`src/rtl/edsys_pkg.sv`:
```
package edsys_pkg;

  // Token classes travelling along the chain.
  typedef enum logic [1:0] {
    TK_HEAD = 2'd0,
    TK_CHAR = 2'd1,
    TK_TAIL = 2'd2
  } tok_kind_e;

  localparam int unsigned CHAR_W   = 2;
  localparam int unsigned COST_INS = 1;
  localparam int unsigned COST_DEL = 1;
  localparam int unsigned COST_SUB = 2;

endpackage

```
`src/rtl/edsys_feed.sv`:
```
// Port front end: classifies separators as opening or closing and tags
// each symbol with its running index (its cumulative boundary cost).
module edsys_feed
  import edsys_pkg::*;
#(
  parameter int unsigned DW = 5
) (
  input  logic              clk,
  input  logic              rst_n,
  input  logic              valid_i,
  input  logic              null_i,
  input  logic [CHAR_W-1:0] ch_i,
  output logic              tok_v_o,
  output tok_kind_e         tok_k_o,
  output logic [CHAR_W-1:0] tok_ch_o,
  output logic [DW-1:0]     tok_val_o
);

  logic          open_q, open_n;
  logic [DW-1:0] cnt_q, cnt_n;

  always_comb begin
    tok_v_o  = valid_i;
    tok_ch_o = ch_i;
    if (null_i) tok_k_o = open_q ? TK_TAIL : TK_HEAD;
    else        tok_k_o = TK_CHAR;
    tok_val_o = (tok_k_o == TK_CHAR) ? cnt_q + DW'(1) : '0;

    open_n = open_q;
    cnt_n  = cnt_q;
    case (tok_k_o)
      TK_HEAD: begin open_n = 1'b1; cnt_n = '0; end
      TK_CHAR: cnt_n = cnt_q + DW'(1);
      default: open_n = 1'b0;
    endcase
  end

  always_ff @(posedge clk or negedge rst_n) begin
    if (!rst_n) begin
      open_q <= 1'b0;
      cnt_q  <= '0;
    end else if (valid_i) begin
      open_q <= open_n;
      cnt_q  <= cnt_n;
    end
  end

endmodule

```
`src/rtl/edsys_cell.sv`:
```
// One processing element: a right-moving source slot, a left-moving target
// slot and the stored diagonal cost of the last meeting in this cell.
module edsys_cell
  import edsys_pkg::*;
#(
  parameter int unsigned DW = 5
) (
  input  logic              clk,
  input  logic              rst_n,
  input  logic              s_v_i,
  input  tok_kind_e         s_k_i,
  input  logic [CHAR_W-1:0] s_ch_i,
  input  logic [DW-1:0]     s_val_i,
  input  logic              t_v_i,
  input  tok_kind_e         t_k_i,
  input  logic [CHAR_W-1:0] t_ch_i,
  input  logic [DW-1:0]     t_val_i,
  output logic              s_v_o,
  output tok_kind_e         s_k_o,
  output logic [CHAR_W-1:0] s_ch_o,
  output logic [DW-1:0]     s_val_o,
  output logic              t_v_o,
  output tok_kind_e         t_k_o,
  output logic [CHAR_W-1:0] t_ch_o,
  output logic [DW-1:0]     t_val_o
);

  localparam int unsigned CW = DW + 2;

  logic          meet, both_chr, s_head_t_chr, t_head_s_chr, both_head, tail_hit;
  logic [CW-1:0] via_ins, via_del, via_sub, best;
  logic [DW-1:0] s_val_n, t_val_n, diag_n, diag_q;
  logic          diag_en;

  always_comb begin
    meet         = s_v_i && t_v_i;
    both_chr     = meet && (s_k_i == TK_CHAR) && (t_k_i == TK_CHAR);
    s_head_t_chr = meet && (s_k_i == TK_HEAD) && (t_k_i == TK_CHAR);
    t_head_s_chr = meet && (t_k_i == TK_HEAD) && (s_k_i == TK_CHAR);
    both_head    = meet && (s_k_i == TK_HEAD) && (t_k_i == TK_HEAD);
    tail_hit     = meet && ((s_k_i == TK_TAIL) || (t_k_i == TK_TAIL));

    via_ins = CW'(s_val_i) + CW'(COST_INS);
    via_del = CW'(t_val_i) + CW'(COST_DEL);
    via_sub = CW'(diag_q) + ((s_ch_i == t_ch_i) ? CW'(0) : CW'(COST_SUB));
    best = via_ins;
    if (via_del < best) best = via_del;
    if (via_sub < best) best = via_sub;

    s_val_n = s_val_i;
    t_val_n = t_val_i;
    diag_n  = diag_q;
    diag_en = 1'b0;
    if (both_chr) begin
      s_val_n = best[DW-1:0];
      t_val_n = best[DW-1:0];
      diag_n  = best[DW-1:0];
      diag_en = 1'b1;
    end else if (s_head_t_chr) begin
      s_val_n = t_val_i;
      diag_n  = t_val_i;
      diag_en = 1'b1;
    end else if (t_head_s_chr) begin
      t_val_n = s_val_i;
      diag_n  = s_val_i;
      diag_en = 1'b1;
    end else if (both_head) begin
      diag_n  = '0;
      diag_en = 1'b1;
    end
  end

  always_ff @(posedge clk or negedge rst_n) begin
    if (!rst_n) begin
      s_v_o <= 1'b0;
      t_v_o <= 1'b0;
    end else begin
      s_v_o <= s_v_i;
      t_v_o <= t_v_i;
    end
  end

  always_ff @(posedge clk or negedge rst_n) begin
    if (!rst_n) begin
      s_k_o   <= TK_HEAD;
      s_ch_o  <= '0;
      s_val_o <= '0;
    end else if (s_v_i) begin
      s_k_o   <= s_k_i;
      s_ch_o  <= s_ch_i;
      s_val_o <= s_val_n;
    end
  end

  always_ff @(posedge clk or negedge rst_n) begin
    if (!rst_n) begin
      t_k_o   <= TK_HEAD;
      t_ch_o  <= '0;
      t_val_o <= '0;
    end else if (t_v_i) begin
      t_k_o   <= t_k_i;
      t_ch_o  <= t_ch_i;
      t_val_o <= t_val_n;
    end
  end

  always_ff @(posedge clk or negedge rst_n) begin
    if (!rst_n)       diag_q <= '0;
    else if (diag_en) diag_q <= diag_n;
  end

  // neighbouring costs along a row differ by at most one
  assert_row_step_R1: assert property (@(posedge clk) disable iff (!rst_n)
    both_chr |=> (CW'(s_val_o) <= CW'($past(s_val_i)) + CW'(1)) &&
                 (CW'(s_val_o) + CW'(1) >= CW'($past(s_val_i))));

  // a cost never drops below, nor exceeds by more than two, its diagonal
  assert_diag_step_R1: assert property (@(posedge clk) disable iff (!rst_n)
    both_chr |=> (diag_q >= $past(diag_q)) &&
                 (CW'(diag_q) <= CW'($past(diag_q)) + CW'(2)));

  // a closing separator leaves the stored cost untouched
  assert_tail_inert_R2: assert property (@(posedge clk) disable iff (!rst_n)
    tail_hit |=> $stable(diag_q));

endmodule

```
`src/rtl/edsys_tap.sv`:
```
// Right-end collector: remembers the cost of the last exiting source token
// and publishes it when the closing source separator leaves the chain.
module edsys_tap
  import edsys_pkg::*;
#(
  parameter int unsigned DW       = 5,
  parameter int unsigned MAX_DIST = 16
) (
  input  logic          clk,
  input  logic          rst_n,
  input  logic          s_v_i,
  input  tok_kind_e     s_k_i,
  input  logic [DW-1:0] s_val_i,
  output logic          done_o,
  output logic [DW-1:0] dist_o
);

  logic last_en, done_n;
  logic [DW-1:0] last_q;

  always_comb begin
    last_en = s_v_i && (s_k_i != TK_TAIL);
    done_n  = s_v_i && (s_k_i == TK_TAIL);
  end

  always_ff @(posedge clk or negedge rst_n) begin
    if (!rst_n)       last_q <= '0;
    else if (last_en) last_q <= s_val_i;
  end

  always_ff @(posedge clk or negedge rst_n) begin
    if (!rst_n) begin
      done_o <= 1'b0;
      dist_o <= '0;
    end else begin
      done_o <= done_n;
      if (done_n) dist_o <= last_q;
    end
  end

  assert_done_pulse_R4: assert property (@(posedge clk) disable iff (!rst_n)
    done_o |=> !done_o);

  assert_dist_hold_R5: assert property (@(posedge clk) disable iff (!rst_n)
    !done_o |-> $stable(dist_o));

  assert_dist_range_R8: assert property (@(posedge clk) disable iff (!rst_n)
    done_o |-> (dist_o <= DW'(MAX_DIST)));

endmodule

```
`src/rtl/edsys_array.sv`:
```
module edsys_array
  import edsys_pkg::*;
#(
  parameter  int unsigned MAX_LEN = 8,
  localparam int unsigned DIST_W  = $clog2(2*MAX_LEN+2)
) (
  input  logic              clk,
  input  logic              rst_n,
  input  logic              src_valid_i,
  input  logic              src_null_i,
  input  logic [CHAR_W-1:0] src_char_i,
  input  logic              tgt_valid_i,
  input  logic              tgt_null_i,
  input  logic [CHAR_W-1:0] tgt_char_i,
  output logic              done_o,
  output logic [DIST_W-1:0] dist_o
);

  localparam int unsigned NPE = 2*MAX_LEN + 1;

  logic [1:0] rst_sync_q;
  logic       rst_n_int;

  always_ff @(posedge clk or negedge rst_n) begin
    if (!rst_n) rst_sync_q <= '0;
    else        rst_sync_q <= {rst_sync_q[0], 1'b1};
  end
  assign rst_n_int = rst_sync_q[1];

  // Link p of the source chain feeds cell p; link p+1 of the target chain feeds cell p.
  logic              s_v   [0:NPE];
  tok_kind_e         s_k   [0:NPE];
  logic [CHAR_W-1:0] s_ch  [0:NPE];
  logic [DIST_W-1:0] s_val [0:NPE];
  logic              t_v   [0:NPE];
  tok_kind_e         t_k   [0:NPE];
  logic [CHAR_W-1:0] t_ch  [0:NPE];
  logic [DIST_W-1:0] t_val [0:NPE];

  edsys_feed #(.DW(DIST_W)) u_src_feed (
    .clk(clk), .rst_n(rst_n_int),
    .valid_i(src_valid_i), .null_i(src_null_i), .ch_i(src_char_i),
    .tok_v_o(s_v[0]), .tok_k_o(s_k[0]), .tok_ch_o(s_ch[0]), .tok_val_o(s_val[0])
  );

  edsys_feed #(.DW(DIST_W)) u_tgt_feed (
    .clk(clk), .rst_n(rst_n_int),
    .valid_i(tgt_valid_i), .null_i(tgt_null_i), .ch_i(tgt_char_i),
    .tok_v_o(t_v[NPE]), .tok_k_o(t_k[NPE]), .tok_ch_o(t_ch[NPE]), .tok_val_o(t_val[NPE])
  );

  for (genvar p = 0; p < NPE; p++) begin : g_pe
    edsys_cell #(.DW(DIST_W)) u_cell (
      .clk(clk), .rst_n(rst_n_int),
      .s_v_i(s_v[p]),     .s_k_i(s_k[p]),     .s_ch_i(s_ch[p]),     .s_val_i(s_val[p]),
      .t_v_i(t_v[p+1]),   .t_k_i(t_k[p+1]),   .t_ch_i(t_ch[p+1]),   .t_val_i(t_val[p+1]),
      .s_v_o(s_v[p+1]),   .s_k_o(s_k[p+1]),   .s_ch_o(s_ch[p+1]),   .s_val_o(s_val[p+1]),
      .t_v_o(t_v[p]),     .t_k_o(t_k[p]),     .t_ch_o(t_ch[p]),     .t_val_o(t_val[p])
    );
  end

  for (genvar p = 0; p < NPE - 1; p++) begin : g_chk
    // opposite tokens in adjacent cells would swap without meeting
    assert_no_cross_R2: assert property (@(posedge clk) disable iff (!rst_n_int)
      !(s_v[p+1] && t_v[p+1]));
  end

  edsys_tap #(.DW(DIST_W), .MAX_DIST(2*MAX_LEN)) u_tap (
    .clk(clk), .rst_n(rst_n_int),
    .s_v_i(s_v[NPE]), .s_k_i(s_k[NPE]), .s_val_i(s_val[NPE]),
    .done_o(done_o), .dist_o(dist_o)
  );

  // Target tokens leaving the left end and source symbols at the right end are dropped.
  logic unused_left;
  assign unused_left = ^{t_v[0], t_k[0], t_ch[0], t_val[0], s_ch[NPE]};

endmodule

```
`config.mk`:
```
export PLATFORM = sky130hd
export DESIGN_NAME = edsys_array
export DESIGN_NICKNAME = d
export VERILOG_FILES = /design/src/rtl/edsys_pkg.sv /design/src/rtl/edsys_feed.sv /design/src/rtl/edsys_cell.sv /design/src/rtl/edsys_tap.sv /design/src/rtl/edsys_array.sv
export SDC_FILE = /design/constraint.sdc
export NUM_CORES = 1
export LEC_CHECK = 0
export BUFFER_PORTS_ARGS = -buffer_cell sky130_fd_sc_hd__buf_4
export CAP_MARGIN = 20
export CORE_ASPECT_RATIO = 1.4
export CORE_MARGIN = 1.5
export CORE_UTILIZATION = 40
export DETAILED_ROUTE_END_ITERATION = 16
export SLEW_MARGIN = 20
export SYNTH_ARGS = -nofsm -noshare
export SYNTH_HDL_FRONTEND = slang
export SYNTH_SLANG_ARGS = --single-unit
export TNS_END_PERCENT = 10
```
`constraint.sdc`:
```
create_clock -name clk -period 17.9 [get_ports clk]
set_clock_uncertainty 0.1 [all_clocks]
set_input_delay 0.895 -clock clk [delete_from_list [all_inputs] [get_ports clk]]
set_output_delay 0.895 -clock clk [all_outputs]
set_load 0.05 [all_outputs]
```
==> out/qor.txt, run 1 <==
RSZ-0062 raised after global routing = false
register area share after synthesis = 36.89%
total number of nets in the final design = 3423
required time worst endpoint = 18330 ps
vias per cell = 5.628
cell count after synthesis = 3220
# placed instances = 4069
placer's final routability congestion estimate = 0.9174
result of the run = finished, final reports clean
largest net degree at the start of global routing = 160
via count of the routed design = 23.38k
area of the multi-input gates = 17760 sq um
count of clock tree sinks = 438
kind of end point of the critical path = flop
cts bufs inserted = 46
CP Launch Type = flop
number of flops mapped to enable cells by yosys = 0
type of the tightest min-delay check = reg -> reg
Max Clock Freq = 203.4 MHz
row count = 118
clock latency at the later pin of the worst-skew pair = 600 ps
layer with the highest usage = met2
FFs w/ async S/R, synth = 100.0%
maximum capacitance violations = 0
grt ovf = 0
final hold viol count = 0
final wirelength = 72770 um
die area = 75940 sq um
initial core utilization = 40.33%
GR Util met3 = 2.288%
arrival time of the worst setup path = 5340 ps
worst reg2reg path endpoint = g_pe[16].u_cell.s_val_o[3]
FILL cells = 7213
initial antenna violation count = 2
Synthesized Nets = 3485
maximum level of the CTS H-tree = 2
worst flop-to-flop path startpoint = u_tgt_feed.cnt_q[0]
worst-margin pin slew = 1013 ps
share of the core filled with cells in the final layout = 43.79%
number of standard cells in the layout, taps in and fillers out = 4155
endpoint of the worst setup timing path = g_pe[16].u_cell.s_val_o[3]
Inserted Diodes = 0
total core area = 73670 sq um
clock buffer depth = 3
fraction of layout instances using a drive strength above 1 = 9.139%
M1 GR Usage = 22.36%
Tmin final = 4917 ps
I/O pin total = 16
horizontal extent of the die = 233.3 um
HPWL Detailed = 54980 um
ANT nets after route = 0
synthesized cell area = 29710 sq um
slack of the worst reg-to-reg path = 12980 ps
average cell area after synthesis = 9.227 sq um
count of port buffers added during placement = 15
count of pins over their slew limit = 0
Unique masters post-synth = 65
met2 routing resource usage after global routing = 35.62%
wire per inst = 17.51 um
post-CTS resize count = 0
area taken by flip-flops and latches = 10960 sq um
setup-violating endpoint count in the final report = 0
warnings from Yosys = 0
Post-synth top flop = sky130_fd_sc_hd__dfrtp_1
all-layer global routing usage = 19.19%
CTS clock-pin slew for the worst setup and hold paths = 60 ps
CTS tree = done
vias in the first global route = 23.10k
register bit count reported by yosys = 438
count of TritonRoute iterations in the first routing pass = 5
worst max-slew margin expressed relative to the limit = 32.11%
first element of the critical path = u_tgt_feed.cnt_q[0]
path depth of the worst reg2reg path = 21
summed negative setup slack over all endpoints = 0 ps
fin crit share = 27.47%
cell chosen for the clock root = sky130_fd_sc_hd__clkbuf_16
wire length of the first global-routing pass = 119400 um
Iter 0 DRT Violations = 1367
Worst Setup Path Type = reg -> reg
DRC violations left = 0
largest fanout of any net on the critical path = 7
Die Y = 325.5 um
Area Growth Syn to Fin = 8.591%
## worst max-delay path, stage by stage, from the launching register on
cell                       delay (ps)
sky130_fd_sc_hd__dfrtp_1          430
sky130_fd_sc_hd__ha_1             320
sky130_fd_sc_hd__inv_1             50
sky130_fd_sc_hd__nor2_1           240
sky130_fd_sc_hd__ha_1             310
sky130_fd_sc_hd__ha_1             210
sky130_fd_sc_hd__nor4_1           260
sky130_fd_sc_hd__o21bai_1         110
sky130_fd_sc_hd__a21oi_1          290
sky130_fd_sc_hd__a31oi_1           70
sky130_fd_sc_hd__o21a_1           240
sky130_fd_sc_hd__o21ai_0          160
sky130_fd_sc_hd__o21ai_1          130
sky130_fd_sc_hd__ha_1             200
sky130_fd_sc_hd__a21o_1           170
sky130_fd_sc_hd__a21o_1           180
sky130_fd_sc_hd__a211oi_1         380
sky130_fd_sc_hd__and2b_1          220
sky130_fd_sc_hd__a31oi_4          130
sky130_fd_sc_hd__or3b_1           380
sky130_fd_sc_hd__o31ai_2          100
sky130_fd_sc_hd__o22a_1           200
## state kept, by name (all words and copies together), names as in the netlist
name	cells
g_pe.u_cell.t_val_o	80
u_src_feed.open_q	1
u_tgt_feed.open_q	1
g_pe.u_cell.s_val_o	85
u_tap.done_o	1
u_tgt_feed.cnt_q	5
g_pe.u_cell.s_v_o	17
g_pe.u_cell.t_k_o	32
g_pe.u_cell.s_ch_o	32
u_src_feed.cnt_q	5
g_pe.u_cell.t_ch_o	32
u_tap.last_q	5
g_pe.u_cell.diag_q	85
u_tap.dist_o	5
g_pe.u_cell.s_k_o	34
g_pe.u_cell.t_v_o	16
rst_sync_q	2
## cells by family (layout without fill, tap and decap cells)
group / Yosys count / after routing / share of synthesized area (%)
AOI/OAI and AO/OA: 824 / 824 / 18.61
buffers and inverters: 266 / 241 / 3.382
adders and majority gates: 255 / 255 / 10.74
xor gates and xnor gates: 174 / 174 / 5.129
muxes: 258 / 258 / 9.425
and+or+nand+nor: 1004 / 1004 / 15.82
other: 1 / 1 / 0.01262
DFF: 438 / 438 / 36.89
## synthesized netlist by cell type (8+ instances only)
cell type | n | area [sq um]
sky130_fd_sc_hd__a211o_1 | 18 | 157.7
sky130_fd_sc_hd__a211oi_1 | 10 | 75.07
sky130_fd_sc_hd__a21boi_0 | 8 | 60.06
sky130_fd_sc_hd__a21o_1 | 95 | 713.2
sky130_fd_sc_hd__a21oi_1 | 173 | 865.8
sky130_fd_sc_hd__a22o_1 | 35 | 306.5
sky130_fd_sc_hd__a22oi_1 | 77 | 578.1
sky130_fd_sc_hd__a31oi_1 | 221 | 1383
sky130_fd_sc_hd__a41oi_1 | 16 | 140.1
sky130_fd_sc_hd__and2_1 | 10 | 62.56
sky130_fd_sc_hd__and3_1 | 44 | 275.3
sky130_fd_sc_hd__clkbuf_1 | 136 | 510.5
sky130_fd_sc_hd__dfrtp_1 | 438 | 10960
sky130_fd_sc_hd__ha_1 | 255 | 3191
sky130_fd_sc_hd__inv_1 | 122 | 457.9
sky130_fd_sc_hd__mux2_2 | 163 | 1836
sky130_fd_sc_hd__mux2i_1 | 90 | 900.9
sky130_fd_sc_hd__nand2_1 | 258 | 968.4
sky130_fd_sc_hd__nand2b_1 | 22 | 137.6
sky130_fd_sc_hd__nand3_1 | 192 | 960.9
sky130_fd_sc_hd__nor2_1 | 282 | 1059
sky130_fd_sc_hd__nor2b_1 | 140 | 875.8
sky130_fd_sc_hd__nor3_1 | 23 | 115.1
sky130_fd_sc_hd__nor3b_1 | 13 | 97.59
sky130_fd_sc_hd__o2111ai_1 | 24 | 210.2
sky130_fd_sc_hd__o211ai_1 | 26 | 195.2
sky130_fd_sc_hd__o21a_1 | 8 | 60.06
sky130_fd_sc_hd__o21ai_0 | 34 | 170.2
sky130_fd_sc_hd__o21ai_1 | 27 | 135.1
sky130_fd_sc_hd__o31ai_1 | 15 | 112.6
sky130_fd_sc_hd__xnor2_1 | 80 | 700.7
sky130_fd_sc_hd__xor2_1 | 94 | 823.3
## stage by stage
stage          hold slack, ps  area (sq um)  setup WS, ps
3_3_place_gp            234.6         30640         12550
4_1_cts                 253.9         32260         13000
3_5_place_dp            239.5         30640         12430
6_report                249.5         32260         12980
2_1_floorplan           231.2         29710          4688
5_1_grt                 254.7         32260         12600
## routing by layer
layer | up-vias | routed length [um]
met2 | 357 | 38290
met3 | 153 | 1911
li1 | 11591 | -
met4 | 4 | 2335
met1 | 11278 | 30210
met5 | - | 23
## how the worst min path moves through the flow
stage                        startpoint            end  slack, ps  cells past startpoint
after floorplan           rst_sync_q[0]  rst_sync_q[1]        230                      0
after global routing      rst_sync_q[0]  rst_sync_q[1]        250                      0
after detailed placement  rst_sync_q[0]  rst_sync_q[1]        240                      0
after global placement    rst_sync_q[0]  rst_sync_q[1]        230                      0
final                     rst_sync_q[0]  rst_sync_q[1]        250                      0
after CTS                 rst_sync_q[0]  rst_sync_q[1]        250                      0
## final cells by class
cell class	count	share of cell area [%]
multi-input combinational	2516	55.05
sequential	438	33.98
clock buffer	63	4.049
tap	960	3.723
inverter	123	1.431
clock inverter	22	0.9385
timing repair buffer	33	0.8260
## placed cells by master, fill, tap and decap left out, types with 15 or more instances in the layout
master,netlist,layout
sky130_fd_sc_hd__a31oi_1,221,221
sky130_fd_sc_hd__a22oi_1,77,77
sky130_fd_sc_hd__clkbuf_16,0,47
sky130_fd_sc_hd__mux2i_1,90,90
sky130_fd_sc_hd__a41oi_1,16,16
sky130_fd_sc_hd__o21ai_1,27,27
sky130_fd_sc_hd__ha_1,255,255
sky130_fd_sc_hd__a21oi_1,173,173
sky130_fd_sc_hd__inv_1,122,122
sky130_fd_sc_hd__nor2b_1,140,140
sky130_fd_sc_hd__o21ai_0,34,34
sky130_fd_sc_hd__xor2_1,94,94
sky130_fd_sc_hd__and3_1,44,44
sky130_fd_sc_hd__nand3_1,192,192
sky130_fd_sc_hd__a22o_1,35,35
sky130_fd_sc_hd__o211ai_1,26,26
sky130_fd_sc_hd__a21o_1,95,95
sky130_fd_sc_hd__o2111ai_1,24,24
sky130_fd_sc_hd__a211o_1,18,18
sky130_fd_sc_hd__nand2_1,258,258
sky130_fd_sc_hd__nand2b_1,22,22
sky130_fd_sc_hd__nor3_1,23,21
sky130_fd_sc_hd__dfrtp_1,438,437
sky130_fd_sc_hd__xnor2_1,80,80
sky130_fd_sc_hd__buf_4,1,30
sky130_fd_sc_hd__o31ai_1,15,15
sky130_fd_sc_hd__mux2_2,163,163
sky130_fd_sc_hd__nor2_1,282,282
## timing repair
| item | CTS | global route |
|---|---|---|
| setup buffers | 0 | 0 |
| hold buffers | 1 | 0 |
| endpoints found under the hold margin | 2 | 0 |
Power of run 1 is not shown: default switching activity piles up to over one toggle a cycle in this logic, so the estimate is an artifact.
==> run 2, diff against run 1 <==
Clock period 17.9 ns to 4.69 ns, I/O delays scaled along.
==> run 2 against run 1 <==
Net effect:
- critical path type unchanged
- critical endpoint is now g_pe[16].u_cell.t_val_o[3]
- via count up 2.3%
- worst hold slack better by 2.6 ps
- routed wire length up 3.4%
- highest routed layer unchanged
==> out/qor.txt, run 2 (synthesized netlist as in run 1, its figures left out) <==
result of the run = finished, final reports clean
cts bufs inserted = 49 (+6.5%)
I/O pin total = 16 (unchanged)
worst hold path endpoint = rst_sync_q[1]
clock latency at the later pin of the worst-skew pair = 610 ps (about the same)
via count of the routed design = 23.93k (+2.3%)
count of port buffers added during placement = 15 (unchanged)
list of cells traversed by the critical path = ha_1, nand2b_1, a21oi_2, nand3_1, xnor2_2, ha_1, a21oi_2, a31oi_1, o21a_1, o21ai_2, o21ai_4, ha_1, a21o_1, a21o_1, a211oi_2, and2b_2, a31oi_4, or3b_1, o31ai_2, o22a_1
total number of nets in the final design = 3504 (+2.4%)
grt ovf = 0 (unchanged)
horizontal extent of the die = 233.3 um (unchanged)
setup-violating endpoint count in the final report = 0 (unchanged)
maximum level of the CTS H-tree = 2 (unchanged)
Max Clock Freq = 223.2 MHz (+9.7%)
hold path cells = 0 (unchanged)
initial antenna violation count = 3 (+1)
HP Start = rst_sync_q[0]
initial core utilization = 40.33% (unchanged)
CP most frequent cell = sky130_fd_sc_hd__ha_1
DR top layer = met5
worst max-slew margin expressed relative to the limit = 30.95% (-1.2 points)
Area Growth Syn to Fin = 11.78%
maximum capacitance violations = 0 (unchanged)
count of pins over their slew limit = 0 (unchanged)
most common library cell in the layout ignoring fill and taps = sky130_fd_sc_hd__dfrtp_1
count of clock tree sinks = 438 (unchanged)
required time worst endpoint = 5130 ps (-13200 ps)
CP max stage cell = sky130_fd_sc_hd__or3b_1
arrival time of the worst setup path = 4920 ps (-420 ps)
stage delay of the slowest cell on the critical path = 400 ps (-30 ps)
summed negative setup slack over all endpoints = 0 ps (unchanged)
vias per cell = 5.640 (+0.22%)
cell chosen for the clock root = sky130_fd_sc_hd__clkbuf_16
CTS tree = done
worst-margin pin slew = 1030 ps (+17.22 ps)
Iter 0 DRT Violations = 1355 (-0.88%)
type of the tightest min-delay check = reg -> reg
row count = 118 (unchanged)
worst reg2reg path endpoint = g_pe[16].u_cell.t_val_o[3]
slack of the worst reg-to-reg path = 210 ps (-12770 ps)
Die Y = 325.5 um (unchanged)
path depth of the worst reg2reg path = 20 (-4.8%)
Worst Hold Margin = 252.1 ps (+2.615 ps)
clock buffer depth = 3 (unchanged)
CP Launch Type = flop
all-layer global routing usage = 19.99% (+0.80 points)
final hold viol count = 0 (unchanged)
kind of end point of the critical path = flop
wire length of the first global-routing pass = 124200 um (+4.1%)
ANT nets after route = 0 (unchanged)
HPWL Detailed = 56520 um (+2.8%)
largest net degree at the start of global routing = 120 (-25%)
CTS clock-pin slew for the worst setup and hold paths = 70 ps (about the same)
die area = 75940 sq um (unchanged)
vias in the first global route = 24.01k (+3.9%)
routed wl met2 = 39600 um (+3.4%)
RSZ-0062 raised after global routing = true
Tmin final = 4481 ps (-435.8 ps)
fin crit share = 95.55% (+68 points)
DRC violations left = 0 (unchanged)
fraction of layout instances using a drive strength above 1 = 12.16% (+3.0 points)
placer's final routability congestion estimate = 0.9023 (-1.6%)
worst flop-to-flop path startpoint = u_tgt_feed.cnt_q[0]
most frequent cells in the layout = 436 x sky130_fd_sc_hd__dfrtp_1, 281 x sky130_fd_sc_hd__nor2_1, 258 x sky130_fd_sc_hd__nand2_1, 254 x sky130_fd_sc_hd__ha_1, 220 x sky130_fd_sc_hd__a31oi_1
largest registers = g_pe.u_cell.diag_q: 85 flops, g_pe.u_cell.s_val_o: 85 flops, g_pe.u_cell.t_val_o: 80 flops
Worst Setup Path Type = reg -> reg
met3 WL = 2213 um (+16%)
final wirelength = 75260 um (+3.4%)
count of TritonRoute iterations in the first routing pass = 8 (+3)
wire length the detailed router placed on met1 = 30760 um (+1.8%)
wire per inst = 17.74 um (+1.3%)
total core area = 73670 sq um (unchanged)
largest fanout of any net on the critical path = 6 (-1)
run 2: changes by cell type in the layout (fill, tap and decap cells not counted), moves of 3 or more:
cell	before	now
sky130_fd_sc_hd__o21ai_1	27	18
sky130_fd_sc_hd__dlygate4sd3_1	1	13
sky130_fd_sc_hd__o21ai_2	0	8
sky130_fd_sc_hd__clkbuf_1	9	5
sky130_fd_sc_hd__buf_4	30	95
sky130_fd_sc_hd__bufinv_16	6	9
sky130_fd_sc_hd__a21oi_2	2	6
sky130_fd_sc_hd__clkinv_4	0	5
sky130_fd_sc_hd__a21oi_1	173	169
run 2: worst max-delay path by stage:
| stage | start | to |
|---|---|---|
| final | u_tgt_feed.cnt_q[0] | g_pe[16].u_cell.t_val_o[3] |
| after global routing | u_src_feed.cnt_q[0] | g_pe[0].u_cell.diag_q[2] |
| after CTS | u_src_feed.cnt_q[0] | g_pe[0].u_cell.s_val_o[1] |
| after detailed placement | u_tgt_feed.cnt_q[0] | g_pe[16].u_cell.s_val_o[3] |
| after global placement | u_tgt_feed.cnt_q[0] | g_pe[16].u_cell.s_val_o[3] |
| after floorplan | u_tgt_feed.cnt_q[0] | g_pe[16].u_cell.s_val_o[3] |
run 2: cell type report:
class / instances / area, sq um
sequential: 438 / 10970
tap: 960 / 1201
clock buffer: 60 / 1328
inverter: 123 / 461.7
multi-input combinational: 2516 / 17900
timing repair buffer: 111 / 903.4
fill: 7112 / 40460
clock inverter: 32 / 447.9
antenna: 2 / 5.005
run 2: timing repair:
item                                   in CTS  in global routing
pin swaps                                   0                  7
buffers inserted                            0                  2
resized for setup                           2                 32
setup endpoints to repair                   4                 78
endpoints found under the hold margin      30                  0
hold buffers                               13                  0
run 2: layer usage:
metal,global-route usage (%),vias to the layer above
met5,0,-
met4,7.447,2
met3,2.367,179
met2,36.86,410
met1,23.34,11535
li1,-,11799
run 2: worst max-delay path: cells and delay by family, from the launching register on:
kind / cells / cell delay [ps]
simple gates: 4 / 1000
fa+ha+maj: 3 / 710
xor+xnor: 1 / 270
flops: 1 / 380
compound gates: 12 / 1970
run 2: per-stage QoR:
stage / instances / cell area (sq um) / utilization (%) / setup slack [ps]
global route: 4241 / 33210 / 45.07 / -150.9
CTS: 4238 / 33060 / 44.87 / 38.26
finish: 4242 / 33210 / 45.08 / 208.8
detailed placement: 4133 / 31140 / 42.27 / -42.10
global placement: 4133 / 31140 / 42.27 / 77.08
floorplan: 3220 / 29710 / - / 293.1
Power of run 2 is left out for the same reason.
==> run 3, diff against run 2 <==
Settings changed: RECOVER_POWER set to 25.
==> run 3 against run 2 <==
Net effect:
- count of clock-buffer cells in the layout unchanged
- largest cell class unchanged
- worst setup slack worse by 2.7 ps
- highest routed layer unchanged
- global-route usage unchanged
- worst hold slack about the same
- die area unchanged
- utilization about the same
- the flow now finishes with violations (capacitance limit, slew limit)
- first-iteration DRC count down 0.22%
- sequential share of layout area about the same
- flip-flop and latch count unchanged
==> out/qor.txt, run 3 (synthesized netlist as in run 1, its figures left out) <==
all-layer global routing usage = 19.99% (unchanged)
CP Launch Type = flop
most frequent cells in the layout = 437 x sky130_fd_sc_hd__dfrtp_1, 281 x sky130_fd_sc_hd__nor2_1, 258 x sky130_fd_sc_hd__nand2_1, 254 x sky130_fd_sc_hd__ha_1, 220 x sky130_fd_sc_hd__a31oi_1
maximum level of the CTS H-tree = 2 (unchanged)
wire length of the first global-routing pass = 124200 um (unchanged)
cell chosen for the clock root = sky130_fd_sc_hd__clkbuf_16
via count of the routed design = 23.92k (-0.013%)
clock latency at the later pin of the worst-skew pair = 610 ps (about the same)
largest net degree at the start of global routing = 120 (unchanged)
Tmin final = 4484 ps (+2.732 ps)
count of pins over their slew limit = 43 (+43)
fin crit share = 95.61% (about the same)
worst max-slew margin expressed relative to the limit = -41.85% (-73 points)
clock buffer depth = 3 (unchanged)
Die Y = 325.5 um (unchanged)
horizontal extent of the die = 233.3 um (unchanged)
share of the core filled with cells in the final layout = 45.06% (about the same)
die area = 75940 sq um (unchanged)
ANT nets after route = 0 (unchanged)
final hold viol count = 0 (unchanged)
largest fanout of any net on the critical path = 6 (unchanged)
Worst Setup Path Type = reg -> reg
fraction of layout instances using a drive strength above 1 = 12.07% (-0.091 points)
total number of nets in the final design = 3504 (unchanged)
vias in the first global route = 24.01k (unchanged)
kind of end point of the critical path = flop
total core area = 73670 sq um (unchanged)
count of clock tree sinks = 438 (unchanged)
DRC violations left = 0 (unchanged)
count of port buffers added during placement = 15 (unchanged)
Iter 0 DRT Violations = 1352 (-0.22%)
initial core utilization = 40.33% (unchanged)
required time worst endpoint = 5130 ps (about the same)
Area Growth Syn to Fin = 11.74% (about the same)
violations in the final reports = capacitance limit, slew limit
worst-margin pin slew = 2128 ps (+1098 ps)
Max Clock Freq = 223.0 MHz (about the same)
row count = 118 (unchanged)
pre-CTS worst setup slack = -42.10 ps (unchanged)
cts bufs inserted = 49 (unchanged)
final wirelength = 75260 um (about the same)
first element of the critical path = u_tgt_feed.cnt_q[0]
arrival time of the worst setup path = 4920 ps (about the same)
CTS tree = done
setup-violating endpoint count in the final report = 0 (unchanged)
Post-Layout Inst Area = 33200 sq um (about the same)
type of the tightest min-delay check = reg -> reg
initial antenna violation count = 3 (unchanged)
vias per cell = 5.639 (about the same)
FILL cells = 7116 (+0.056%)
grt ovf = 0 (unchanged)
I/O pin total = 16 (unchanged)
HP Start = rst_sync_q[0]
stage delay of the slowest cell on the critical path = 400 ps (about the same)
count of TritonRoute iterations in the first routing pass = 8 (unchanged)
maximum capacitance violations = 1 (+1)
CP max stage cell = sky130_fd_sc_hd__or3b_1
least setup slack across all paths after layout = 206.0 ps (-2.732 ps)
Largest delay share family, worst path = compound AO/OA/AOI/OAI gates
CTS clock-pin slew for the worst setup and hold paths = 70 ps (about the same)
wire per inst = 17.74 um (about the same)
Area after DPL = 31140 sq um (unchanged)
list of cells traversed by the critical path = ha_1, nand2b_1, a21oi_2, nand3_1, xnor2_2, ha_1, a21oi_2, a31oi_1, o21a_1, o21ai_2, o21ai_4, ha_1, a21o_1, a21o_1, a211oi_2, and2b_2, a31oi_4, or3b_1, o31ai_2, o22a_1
number of buffers and inverters on the critical path = 0 (unchanged)
placer's final routability congestion estimate = 0.9023 (unchanged)
result of the run = finished with violations
most common library cell in the layout ignoring fill and taps = sky130_fd_sc_hd__dfrtp_1
worst flop-to-flop path startpoint = u_tgt_feed.cnt_q[0]
HPWL Detailed = 56520 um (unchanged)
RSZ-0062 raised after global routing = true
largest registers = g_pe.u_cell.diag_q: 85 flops, g_pe.u_cell.s_val_o: 85 flops, g_pe.u_cell.t_val_o: 80 flops
CP most frequent cell = sky130_fd_sc_hd__ha_1
-- run 3: worst paths after layout --
kind | endpoint | slack, ps | cells after the start
min | rst_sync_q[1] | 250 | 0
max in group asynchronous | g_pe[8].u_cell.t_ch_o[0] | 2170 | 1
min reg2reg | rst_sync_q[1] | 250 | 0
min in group asynchronous | rst_sync_q[0] | 400 | 3
max reg2reg | g_pe[16].u_cell.t_val_o[3] | 210 | 20
max | g_pe[16].u_cell.t_val_o[3] | 210 | 20
-- run 3: per-layer routing --
layer / GRT usage, % / routed length (um)
met2: 36.86 / 39610
met3: 2.367 / 2215
met1: 23.34 / 30740
met5: 0 / 14
met4: 7.447 / 2669
-- run 3: area by class of cell --
| type | count | area [sq um] | share of cell area (%) |
|---|---|---|---|
| multi-input combinational | 2516 | 17900 | 53.91 |
| sequential | 438 | 10960 | 33.02 |
| clock buffer | 60 | 1328 | 3.999 |
| tap | 960 | 1201 | 3.618 |
| timing repair buffer | 111 | 895.9 | 2.698 |
| inverter | 123 | 461.7 | 1.391 |
| clock inverter | 32 | 447.9 | 1.349 |
| antenna | 2 | 5.005 | 0.01508 |
-- run 3: through the flow --
stage | setup TNS, ps | hold WS [ps] | cells
after global placement | 0 | -81.97 | 4133
after CTS | 0 | 255.0 | 4238
after global routing | -1009 | 257.0 | 4241
after detailed placement | -100.6 | -81.32 | 4133
after floorplan | 0 | -161.1 | 3220
final | 0 | 252.1 | 4242
-- run 3: worst register-to-register path, cell delays in order (launching register included) --
cell and delay, ps:
sky130_fd_sc_hd__dfrtp_1 380, sky130_fd_sc_hd__ha_1 240, sky130_fd_sc_hd__nand2b_1 180, sky130_fd_sc_hd__a21oi_2 220
sky130_fd_sc_hd__nand3_1 200, sky130_fd_sc_hd__xnor2_2 270, sky130_fd_sc_hd__ha_1 280, sky130_fd_sc_hd__a21oi_2 150
sky130_fd_sc_hd__a31oi_1 50, sky130_fd_sc_hd__o21a_1 240, sky130_fd_sc_hd__o21ai_2 190, sky130_fd_sc_hd__o21ai_4 100
sky130_fd_sc_hd__ha_1 190, sky130_fd_sc_hd__a21o_1 180, sky130_fd_sc_hd__a21o_1 190, sky130_fd_sc_hd__a211oi_2 230
sky130_fd_sc_hd__and2b_2 220, sky130_fd_sc_hd__a31oi_4 120, sky130_fd_sc_hd__or3b_1 400, sky130_fd_sc_hd__o31ai_2 110
sky130_fd_sc_hd__o22a_1 190
-- run 3: repair_timing --
action,4_1_cts,5_1_grt
resized for setup,2,32
endpoints found under the hold margin,30,0
cloned,0,0
setup buffers,0,2
endpoints found under the setup margin,4,78
pin swaps,0,7
hold buffers,13,0
Power of run 3 is left out for the same reason.
